`src/rtl/scc_hostif_pkg.sv`:
```
package scc_hostif_pkg;

  localparam int unsigned NUM_CH   = 2;
  localparam int unsigned CH_IDX_B = 0;
  localparam int unsigned CH_IDX_A = 1;

  // decoded host access, at most one of the four kinds is set
  typedef struct packed {
    logic cmd_rd;
    logic cmd_wr;
    logic dat_rd;
    logic dat_wr;
    logic ch;
  } hacc_t;

endpackage

```
`src/rtl/scc_hostif_rst_sync.sv`:
```
module scc_hostif_rst_sync #(
  parameter int unsigned STAGES = 2
) (
  input  logic clk,
  input  logic rst_n,
  output logic rst_sync_n
);

  logic [STAGES-1:0] sh_q;
  logic [STAGES-1:0] sh_d;

  always_comb begin
    sh_d = {sh_q[STAGES-2:0], 1'b1};
  end

  always_ff @(posedge clk or negedge rst_n) begin
    if (!rst_n) begin
      sh_q <= '0;
    end else begin
      sh_q <= sh_d;
    end
  end

  assign rst_sync_n = sh_q[STAGES-1];

endmodule

```
`src/rtl/scc_hostif_dec.sv`:
```
module scc_hostif_dec
  import scc_hostif_pkg::*;
#(
  parameter int unsigned AW = 3
) (
  input  logic [AW-1:0] addr,
  input  logic          rd,
  input  logic          wr,
  output hacc_t         acc
);

  logic in_map;
  logic wr_ok;

  always_comb begin
    in_map     = (addr[AW-1:2] == '0);
    wr_ok      = wr & ~rd;
    acc.cmd_rd = in_map & ~addr[1] & rd;
    acc.cmd_wr = in_map & ~addr[1] & wr_ok;
    acc.dat_rd = in_map &  addr[1] & rd;
    acc.dat_wr = in_map &  addr[1] & wr_ok;
    acc.ch     = addr[0];
  end

endmodule

```
`src/rtl/scc_hostif_ptr.sv`:
```
module scc_hostif_ptr
  import scc_hostif_pkg::*;
#(
  parameter int unsigned DW      = 8,
  parameter int unsigned PW      = 4,
  parameter int unsigned VEC_SEL = 2
) (
  input  logic          clk,
  input  logic          rst_n,
  input  hacc_t         acc,
  input  logic [DW-1:0] wdata,
  output logic [PW-1:0] ptr,
  output logic [DW-1:0] vec,
  output logic          ptr_is_vec
);

  localparam logic [PW-1:0] VEC_IDX = PW'(VEC_SEL);

  logic [PW-1:0] ptr_q, ptr_d;
  logic [DW-1:0] vec_q, vec_d;
  logic          ptr_en, vec_en;

  always_comb begin
    ptr_d  = ptr_q;
    vec_d  = vec_q;
    ptr_en = 1'b0;
    vec_en = 1'b0;
    if (acc.cmd_wr) begin
      ptr_en = 1'b1;
      if (ptr_q == '0) begin
        ptr_d = wdata[PW-1:0];
      end else begin
        ptr_d = '0;
        if (ptr_q == VEC_IDX) begin
          vec_en = 1'b1;
          vec_d  = wdata;
        end
      end
    end else if (acc.cmd_rd) begin
      ptr_en = 1'b1;
      ptr_d  = '0;
    end
  end

  always_ff @(posedge clk or negedge rst_n) begin
    if (!rst_n) begin
      ptr_q <= '0;
    end else if (ptr_en) begin
      ptr_q <= ptr_d;
    end
  end

  always_ff @(posedge clk or negedge rst_n) begin
    if (!rst_n) begin
      vec_q <= '0;
    end else if (vec_en) begin
      vec_q <= vec_d;
    end
  end

  assign ptr        = ptr_q;
  assign vec        = vec_q;
  assign ptr_is_vec = (ptr_q == VEC_IDX);

endmodule

```
`src/rtl/scc_hostif.sv`:
```
module scc_hostif
  import scc_hostif_pkg::*;
#(
  parameter int unsigned AW      = 3,
  parameter int unsigned DW      = 8,
  parameter int unsigned PW      = 4,
  parameter int unsigned VEC_SEL = 2
) (
  input  logic                          clk,
  input  logic                          rst_n,
  input  logic [AW-1:0]                 host_addr,
  input  logic                          host_rd,
  input  logic                          host_wr,
  input  logic [DW-1:0]                 host_wdata,
  output logic [DW-1:0]                 host_rdata,
  output logic [PW-1:0]                 reg_idx,
  output logic [DW-1:0]                 reg_wdata,
  output logic [NUM_CH-1:0]             reg_wr,
  input  logic [NUM_CH-1:0][DW-1:0]     reg_rdata,
  input  logic [NUM_CH-1:0]             rx_avail,
  input  logic [NUM_CH-1:0][DW-1:0]     rx_data,
  output logic [NUM_CH-1:0]             rx_pop,
  output logic [DW-1:0]                 tx_data,
  output logic [NUM_CH-1:0]             tx_push
);

  logic          rst_sync_n;
  hacc_t         acc;
  logic [PW-1:0] ptr;
  logic [DW-1:0] vec;
  logic          ptr_is_vec;
  logic          ptr_zero;

  scc_hostif_rst_sync #(.STAGES(2)) u_rst (
    .clk        (clk),
    .rst_n      (rst_n),
    .rst_sync_n (rst_sync_n)
  );

  scc_hostif_dec #(.AW(AW)) u_dec (
    .addr (host_addr),
    .rd   (host_rd),
    .wr   (host_wr),
    .acc  (acc)
  );

  scc_hostif_ptr #(.DW(DW), .PW(PW), .VEC_SEL(VEC_SEL)) u_ptr (
    .clk        (clk),
    .rst_n      (rst_sync_n),
    .acc        (acc),
    .wdata      (host_wdata),
    .ptr        (ptr),
    .vec        (vec),
    .ptr_is_vec (ptr_is_vec)
  );

  assign ptr_zero = (ptr == '0);

  // per-channel strobes
  for (genvar c = 0; c < NUM_CH; c++) begin : g_ch
    logic sel;
    assign sel        = (acc.ch == 1'(c));
    assign reg_wr[c]  = acc.cmd_wr & sel & ~ptr_zero & ~ptr_is_vec;
    assign rx_pop[c]  = acc.dat_rd & sel & rx_avail[c];
    assign tx_push[c] = acc.dat_wr & sel;
  end

  // read data steering
  always_comb begin
    host_rdata = '0;
    if (acc.cmd_rd) begin
      host_rdata = ptr_is_vec ? vec : reg_rdata[acc.ch];
    end else if (acc.dat_rd) begin
      host_rdata = rx_avail[acc.ch] ? rx_data[acc.ch] : '1;
    end
  end

  assign reg_idx   = ptr;
  assign reg_wdata = host_wdata;
  assign tx_data   = host_wdata;

endmodule

```
`config.mk`:
```
export PLATFORM = sky130hd
export DESIGN_NAME = scc_hostif
export DESIGN_NICKNAME = d
export VERILOG_FILES = /design/src/rtl/scc_hostif_pkg.sv /design/src/rtl/scc_hostif_rst_sync.sv /design/src/rtl/scc_hostif_dec.sv /design/src/rtl/scc_hostif_ptr.sv /design/src/rtl/scc_hostif.sv
export SDC_FILE = /design/constraint.sdc
export NUM_CORES = 1
export LEC_CHECK = 0
export CORE_MARGIN = 8
export CORE_UTILIZATION = 35
export CTS_CLUSTER_SIZE = 8
export DETAILED_ROUTE_END_ITERATION = 10
export HOLD_SLACK_MARGIN = 0.05
export PLACE_DENSITY = 0.87
export SETUP_SLACK_MARGIN = 0.02
export SLEW_MARGIN = 20
export SYNTH_ARGS = -nofsm -noshare
export SYNTH_HDL_FRONTEND = slang
export SYNTH_HIERARCHICAL = 1
export SYNTH_SLANG_ARGS = --single-unit
```
`constraint.sdc`:
```
create_clock -name clk -period 2.3 [get_ports clk]
set_clock_uncertainty 0.05 [all_clocks]
set_input_delay 0.46 -clock clk [delete_from_list [all_inputs] [get_ports clk]]
set_output_delay 0.46 -clock clk [all_outputs]
set_load 0.03 [all_outputs]
```
======== Yosys cells after proc, flatten, opt, wreduce, memory -nomap -nowiden ========
Index checks and enable logic that the tools add are counted.
operators by class
  order comparisons ....................... 1
  eq/ne operators ......................... 1
  bitwise operators ....................... 25
  muxes and demuxes ....................... 18
  reductions and logical operators ........ 4
operator list
  cell                                                                          count
  8-bit 2-to-1 mux                                                              8
  1-bit bitwise AND                                                             19
  4-bit 2-to-1 mux                                                              3
  1-bit 2-to-1 mux                                                              7
  1-bit NOT                                                                     6
  4-bit by 2-bit == test with 1-bit output, second input constant               1
  4-bit logical NOT                                                             1
  4-bit AND reduction                                                           1
  1-bit by 2-bit less-than comparator with 1-bit output, second input constant  1
  2-bit AND reduction                                                           1
  2-bit nonzero test                                                            1
word-level totals
  input bits .............................. 49
  bits in registers ....................... 14

======== Depth between registers and ports, before layout ========
Gate-level depths: netlist of the first run.
  depth in word-level cells ............... 6
  mapped depth ............................ 5

======== Modules after synthesis ========
Netlist of the first run, hierarchy kept.
modules (own cells, without submodules)
  module               area an instance (sq um)  instances  sequential area each (sq um)  cells each
  scc_hostif           565.5                     1          0.0                           80
  scc_hostif_ptr       503.0                     1          300.3                         30
  scc_hostif_rst_sync  53.8                      1          50.0                          3
  scc_hostif_dec       52.6                      1          0.0                           5

======== Least setup slack after synthesis of the first run ========
OpenSTA, ideal clock, no wires.
  path kind ............................... register -> output
  start point ............................. register u_ptr.ptr_q[0] (netlist: u_ptr/ptr[0])
  end point ............................... output port host_rdata[0]
  arrival time ............................ 1.813 ns
  stages on the path, launching flop included .. 5
  setup slack ............................. -0.023 ns
  cells stage by stage .................... dfrtp_1 -> nor4b_1 -> clkbuf_1 -> a211oi_1 -> o22ai_1
between the ends
  cells in the longest elaborated chain, start to end .. 3
ends and longest elaborated chain
  item                                      line                  RTL
  from (decl)                               scc_hostif_ptr.sv:19  logic [PW-1:0] ptr_q, ptr_d;
  from (signal assigned)                    scc_hostif_ptr.sv:49  ptr_q <= ptr_d;
  4-bit by 2-bit == test with 1-bit output  scc_hostif_ptr.sv:63  assign ptr_is_vec = (ptr_q == VEC_IDX);
  net ptr_is_vec                            scc_hostif.sv:31      logic ptr_is_vec;
  8-bit 2-to-1 mux                          scc_hostif.sv:72      host_rdata = ptr_is_vec ? vec : reg_rdata[acc.ch];
  8-bit 2-to-1 mux                          scc_hostif.sv:71      if (acc.cmd_rd) begin
  to (decl)                                 scc_hostif.sv:15      output logic [DW-1:0] host_rdata,
The timed path passes the listed nets, and every way through them passes these cells.

======== Final worst setup path of the first run ========
  start point ............................. input port host_wdata[2]
  end point ............................... output port reg_wdata[2]
RTL lines
  item         line              RTL
  from (decl)  scc_hostif.sv:14  input logic [DW-1:0] host_wdata,
  to (decl)    scc_hostif.sv:17  output logic [DW-1:0] reg_wdata,
No word-level cell between the ends.

==> results of run 1 <==
==> path summary, 6_finish.rpt <==
kind	startpoint	end	slack [ps]
min in group clk	u_rst/sh_q[0]	u_rst/sh_q[1]	320
max in group asynchronous	u_rst/sh_q[1]	u_ptr/ptr[1]	1720
min	u_rst/sh_q[1]	u_ptr/vec[1]	140
min reg2reg	u_rst/sh_q[1]	u_ptr/vec[1]	140
max reg2reg	u_ptr/ptr[3]	u_ptr/vec[7]	440
max	host_wdata[2]	reg_wdata[2]	70
==> flip-flops by register name, indices dropped and copies added, names as in the netlist <==
register / cells
u_ptr/ptr: 4
u_rst/sh_q: 2
u_ptr/vec: 8
==> cells in the mapped netlist, drive strengths merged <==
cell type and count:
and3 1, inv 1, nor2 1, and2b 5, mux2i 1, a211oi 16, and3b 2, nor4 1
o21ai 8, nor3b 1, mux2 8, nand2b 1, and4bb 2, nor4b 3, and2 1, conb 1
dfrtp 14, clkbuf 1, a22o 4, nor3 1, or3b 2, buf 23, nor2b 12, o22ai 8
==> what timing repair did <==
action                                  CTS  global route
gates resized for setup                  16            29
buffers inserted                          2             0
pin swaps                                 1             2
endpoints found under the setup margin   17            17
gates cloned                              0             1
==> per-stage QoR <==
step	worst slack (ps)	cell area [µm²]
after floorplan	75.6	1220
after global placement	-427	2000
after detailed placement	-496	2000
after CTS	1.33	2110
after global routing	-12.5	2160
final	69.5	2160
==> routing by layer <==
metal	vias to the layer above	track usage, %	routed length, µm
li1	575	-	-
met4	0	3.33	42
met1	579	16.0	1580
met3	4	4.58	337
met2	56	28.2	2300
met5	-	0	0
==> power breakdown <==
part	internal [mW]	switching, mW	leakage, nW
clock	0.0963	0.0762	0.0210
combinational	0.241	0.192	0.719
sequential	0.284	0.0413	0.181
==> area by class of cell <==
| type | instances | share of cell area (%) |
|---|---|---|
| timing repair buffer | 95 | 43.4 |
| sequential | 14 | 16.4 |
| inverter | 1 | 0.174 |
| clock buffer | 4 | 1.68 |
| multi-input combinational | 79 | 35.7 |
| tap | 46 | 2.66 |
==> cell families (layout without fill, tap and decap cells) <==
group	count (synthesis)	after routing	share of synthesized area, %
buffers and inverters	25	100	15.4
multiplexers	9	9	11.4
other	1	1	0.319
AO/OA/AOI/OAI	36	36	21.4
flip-flops	14	14	29.8
AND/OR/NAND/NOR	33	33	21.6
==> results.md, run 1 <==
* Status: completed
* Number of cell rows at 21
* Pwr/cell area at 430 nW/µm²
* # fillers at 284
* Average size of a mapped cell at roughly 10 µm²
* #FFs+latches synth at 14
* Placed instance count at 233
* Top delay family on crit path: buffers and inverters
* Distinct cells, synth at 32
* Max Root-Sink Buffers at 2
* Clk sinks at 14
* Vias in the first global route at ~1,300
* Post-Layout Cell Count at roughly 240
* Maximum clock rate at 0.448 GHz
* Synth area leader: dfrtp_1
* Design Power at between 0.9 and 1 mW
* CTS tree: yes
* Synth top area share at 29.8%
* Type of origin of the critical path: primary input
* CP arrival at 1720 ps
* DRC at 0
* Area growth syn-to-layout at 84.1%
* Unrepaired setup endpoints after global routing: yes
* Finish-stage setup viols at 0
* Multi-input gate area at 773 µm²
* Starting Density at 35.8%
* Cell count after synthesis at 118
* WL final at 4260 µm
* Initial antenna violation count at 0
* CTS Buf Count at 3
* Most frequent CP cell: clkdlybuf4s50_1
* Register area at ~350 µm²
* Hold WS at 136 ps
* I/O Pins at 83
* Nets at 243
* Share of layout cells above drive strength 1 at 36.3%
* Avg WL per Cell at 17.8 µm
* Max-slew violations at 0
* Syn nets at 167
* Die X at 73.9 µm
* Root Driver: clkbuf_4
* Maxcap violations at 0
* Path depth of the worst reg2reg path at 3
* Maximum fanout along the worst path at 4
* CP required at 1790 ps
* Hold crit path type: reg -> async
* Placer Congestion at around 0.72
* Worst-path cell chain: clkdlybuf4s50_1, clkdlybuf4s50_1
* Clk_lat worst skew at roughly 280 ps
* H-Tree Depth at 1
* CP Class: in -> out
* Worst path depth at 2
* Worst-path clk slew at 80 ps
* Most frequent cells in the layout: clkdlybuf4s50_1 (62), buf_4 (17), nor2b_1 (12), dfrtp_1 (11), a211oi_1 (9)
* CP max stage delay at 710 ps
* DR vias at ~1,200
* Maximum VDD drop at 0.000384 V
* Post-synthesis instance area at 1170 µm²
* Number of buffers added on ports at about 80
* Worst Path Buf+Inv at 2
* Setup tns final at 0 ps
* First-pass GRT wire length at 6480 µm
* P_leak at 0.922 nW
* Final hold vios at 0
* Die area at 5470 µm²
* Via density per instance at 5.08
* N_diodes at 0
* Die Height at 73.9 µm
* Gr usage total at 15.1%
* Core Area at around 3300 µm²
* Crit end category: output port
* Largest net degree at the start of global routing at 18
* Final period util at 97.0%
* Post-CTS Hold Buffers at 0
* Most common cell after layout, fill and taps aside: clkdlybuf4s50_1
* Grt total ovfl at 0
* DRT iter0 DRCs at 26
* Layout Utilization at approximately two thirds
* Max stage delay cell, worst path: clkdlybuf4s50_1
* Synth top area cells: dfrtp_1 (30%), buf_4 (12%), mux2_4 (10%), a211oi_1 (9.6%), nor2b_1 (6.4%)
* Min Tclk post-route at 2230 ps
* Seq/Total Area, Yosys at between 20% and 30%
* Antenna Violating Nets Remaining at 0
* Detail Placement HPWL at roughly 3500 µm
* Router iterations before antenna repair at 4
* Synth warn at 6
(Power assumes the default switching activity.)
==> run 2: changes to the inputs <==
--- a/config.mk
+++ b/config.mk
@@ -11,6 +11,7 @@
 export DETAILED_ROUTE_END_ITERATION = 10
 export HOLD_SLACK_MARGIN = 0.05
 export PLACE_DENSITY = 0.87
+export RECOVER_POWER = 50
 export SETUP_SLACK_MARGIN = 0.02
 export SLEW_MARGIN = 20
 export SYNTH_ARGS = -nofsm -noshare
==> results.md, run 2 (synthesized netlist as in run 1, its figures left out) <==
* Sw Share at 33.5%
* Internal at 0.615 mW
* Final period util at 97.0%
* Die X at 73.9 µm
* Maximum fanout along the worst path at 4
* Placed instance count at 233
* Most frequent CP cell: clkdlybuf4s50_1
* CP required at 1790 ps
* Clk_lat worst skew at 280 ps
* Multi-input gate area at a little under 800 µm²
* First-pass GRT wire length at around 6500 µm
* CP max stage delay at 710 ps
* Root Driver: clkbuf_4
* P_leak at 0.911 nW
* DR vias at 1,202
* Status: completed
* Grt total ovfl at 0
* Final worst slack at 69.4 ps
* Gr usage total at 15.1%
* Dpl ws at -496 ps
* Vias in the first global route at roughly 1,300
* Maximum clock rate at 0.448 GHz
* Nets at 243
* H-Tree Depth at 1
* Unrepaired setup endpoints after global routing: yes
* Router iterations before antenna repair at 4
* Post-Layout Cell Count at approximately 240
* Detail Placement HPWL at 3460 µm
* WL final at 4260 µm
* Comb power frac at between 40% and 50%
* Largest register FFs at 8
* Avg WL per Cell at around 18 µm
* CTS Buf Count at 3
* Most common cell after layout, fill and taps aside: clkdlybuf4s50_1
* Crit end category: output port
* DRC at 0
* Number of cell rows at 21
* Number of buffers added on ports at 82
* Worst-path cell chain: clkdlybuf4s50_1, clkdlybuf4s50_1
* Clk sinks at 14
* Antenna Violating Nets Remaining at 0
* DRT iter0 DRCs at 20
* Reg2reg setup slack at 440 ps
* Min Tclk post-route at around 2200 ps
* CP arrival at 1720 ps
* Initial antenna violation count at 0
* Max-slew violations at 0
* Clock share of power at a little under a fifth
* Area after DPL at 2000 µm²
* # fillers at around 290
* Register area at 354 µm²
* Maxcap violations at 0
* Core Area at ~3300 µm²
* Maximum VDD drop at 0.000383 V
* Final hold vios at 0
* Reg power frac at 35.1%
* Share of layout cells above drive strength 1 at 33.2%
* Die area at 5470 µm²
* CTS tree: yes
* Switching pwr at 0.309 mW
* Pwr/cell area at 431 nW/µm²
* Via density per instance at 5.03
* I/O Pins at 83
* Most frequent cells in the layout: clkdlybuf4s50_1 (54), nor2b_1 (12), buf_4 (11), dfrtp_1 (11), a211oi_1 (9)
* Placer Congestion at 0.724
* Starting Density at 35.8%
* Worst Path Buf+Inv at 2
* Type of origin of the critical path: primary input
* N_diodes at 0
* Largest net degree at the start of global routing at 18
* Max Root-Sink Buffers at 2
* Max stage delay cell, worst path: clkdlybuf4s50_1
* Hold crit path type: reg -> async
* Finish-stage setup viols at 0
* Top delay family on crit path: buffers and inverters
* Die Height at between 70 and 80 µm
* Area growth syn-to-layout at 82.3%
* Worst-path clk slew at 80 ps
* Hold WS at 143 ps
* Post-route cell area at 2140 µm²
* CP Class: in -> out
run 2: timing repair:
item | in CTS | in global routing
pin swaps | 1 | 2
hold buffers | 0 | 0
resized for setup | 16 | 29
endpoints found under the setup margin | 17 | 17
cloned | 0 | 1
setup buffers | 2 | 0
endpoints found under the hold margin | 0 | 0
run 2: power groups by stage:
stage	combinational, mW	sequential, mW	clock (mW)
after floorplan	0.221	0.326	0
after global placement	0.398	0.318	0
after detailed placement	0.406	0.322	0
after CTS	0.420	0.318	0.175
after global routing	0.455	0.330	0.193
final	0.426	0.325	0.173
run 2: per-layer routing:
layer	track usage (%)	share of wire [%]	vias up
li1	-	-	574
met1	16.0	37	573
met2	28.2	54	51
met3	4.58	7.6	4
met4	3.33	0.99	0
met5	0	0	-
run 2: cell type report:
type / count / share of cell area, %
sequential: 14 / 16.5
timing repair buffer: 95 / 42.9
tap: 46 / 2.69
clock buffer: 4 / 1.69
multi-input combinational: 79 / 36.0
inverter: 1 / 0.175
run 2: path summary, 6_finish.rpt:
kind,from,end,cells after the start
setup reg to reg,u_ptr/ptr[3],u_ptr/vec[7],3
hold / removal,u_rst/sh_q[1],u_ptr/vec[1],0
hold reg to reg,u_rst/sh_q[1],u_ptr/vec[1],0
min in group clk,u_rst/sh_q[0],u_rst/sh_q[1],0
max in group asynchronous,u_rst/sh_q[1],u_ptr/ptr[1],0
setup / recovery,host_wdata[2],reg_wdata[2],2
run 2: through the flow:
| step | power (mW) | utilization (%) | setup TNS [ps] |
|---|---|---|---|
| after floorplan | 0.547 | - | 0 |
| after global placement | 0.716 | 61.0 | -4470 |
| after detailed placement | 0.728 | 61.0 | -5390 |
| after CTS | 0.912 | 64.2 | 0 |
| after global routing | 0.979 | 65.2 | -8.48 |
| final | 0.924 | 65.2 | 0 |
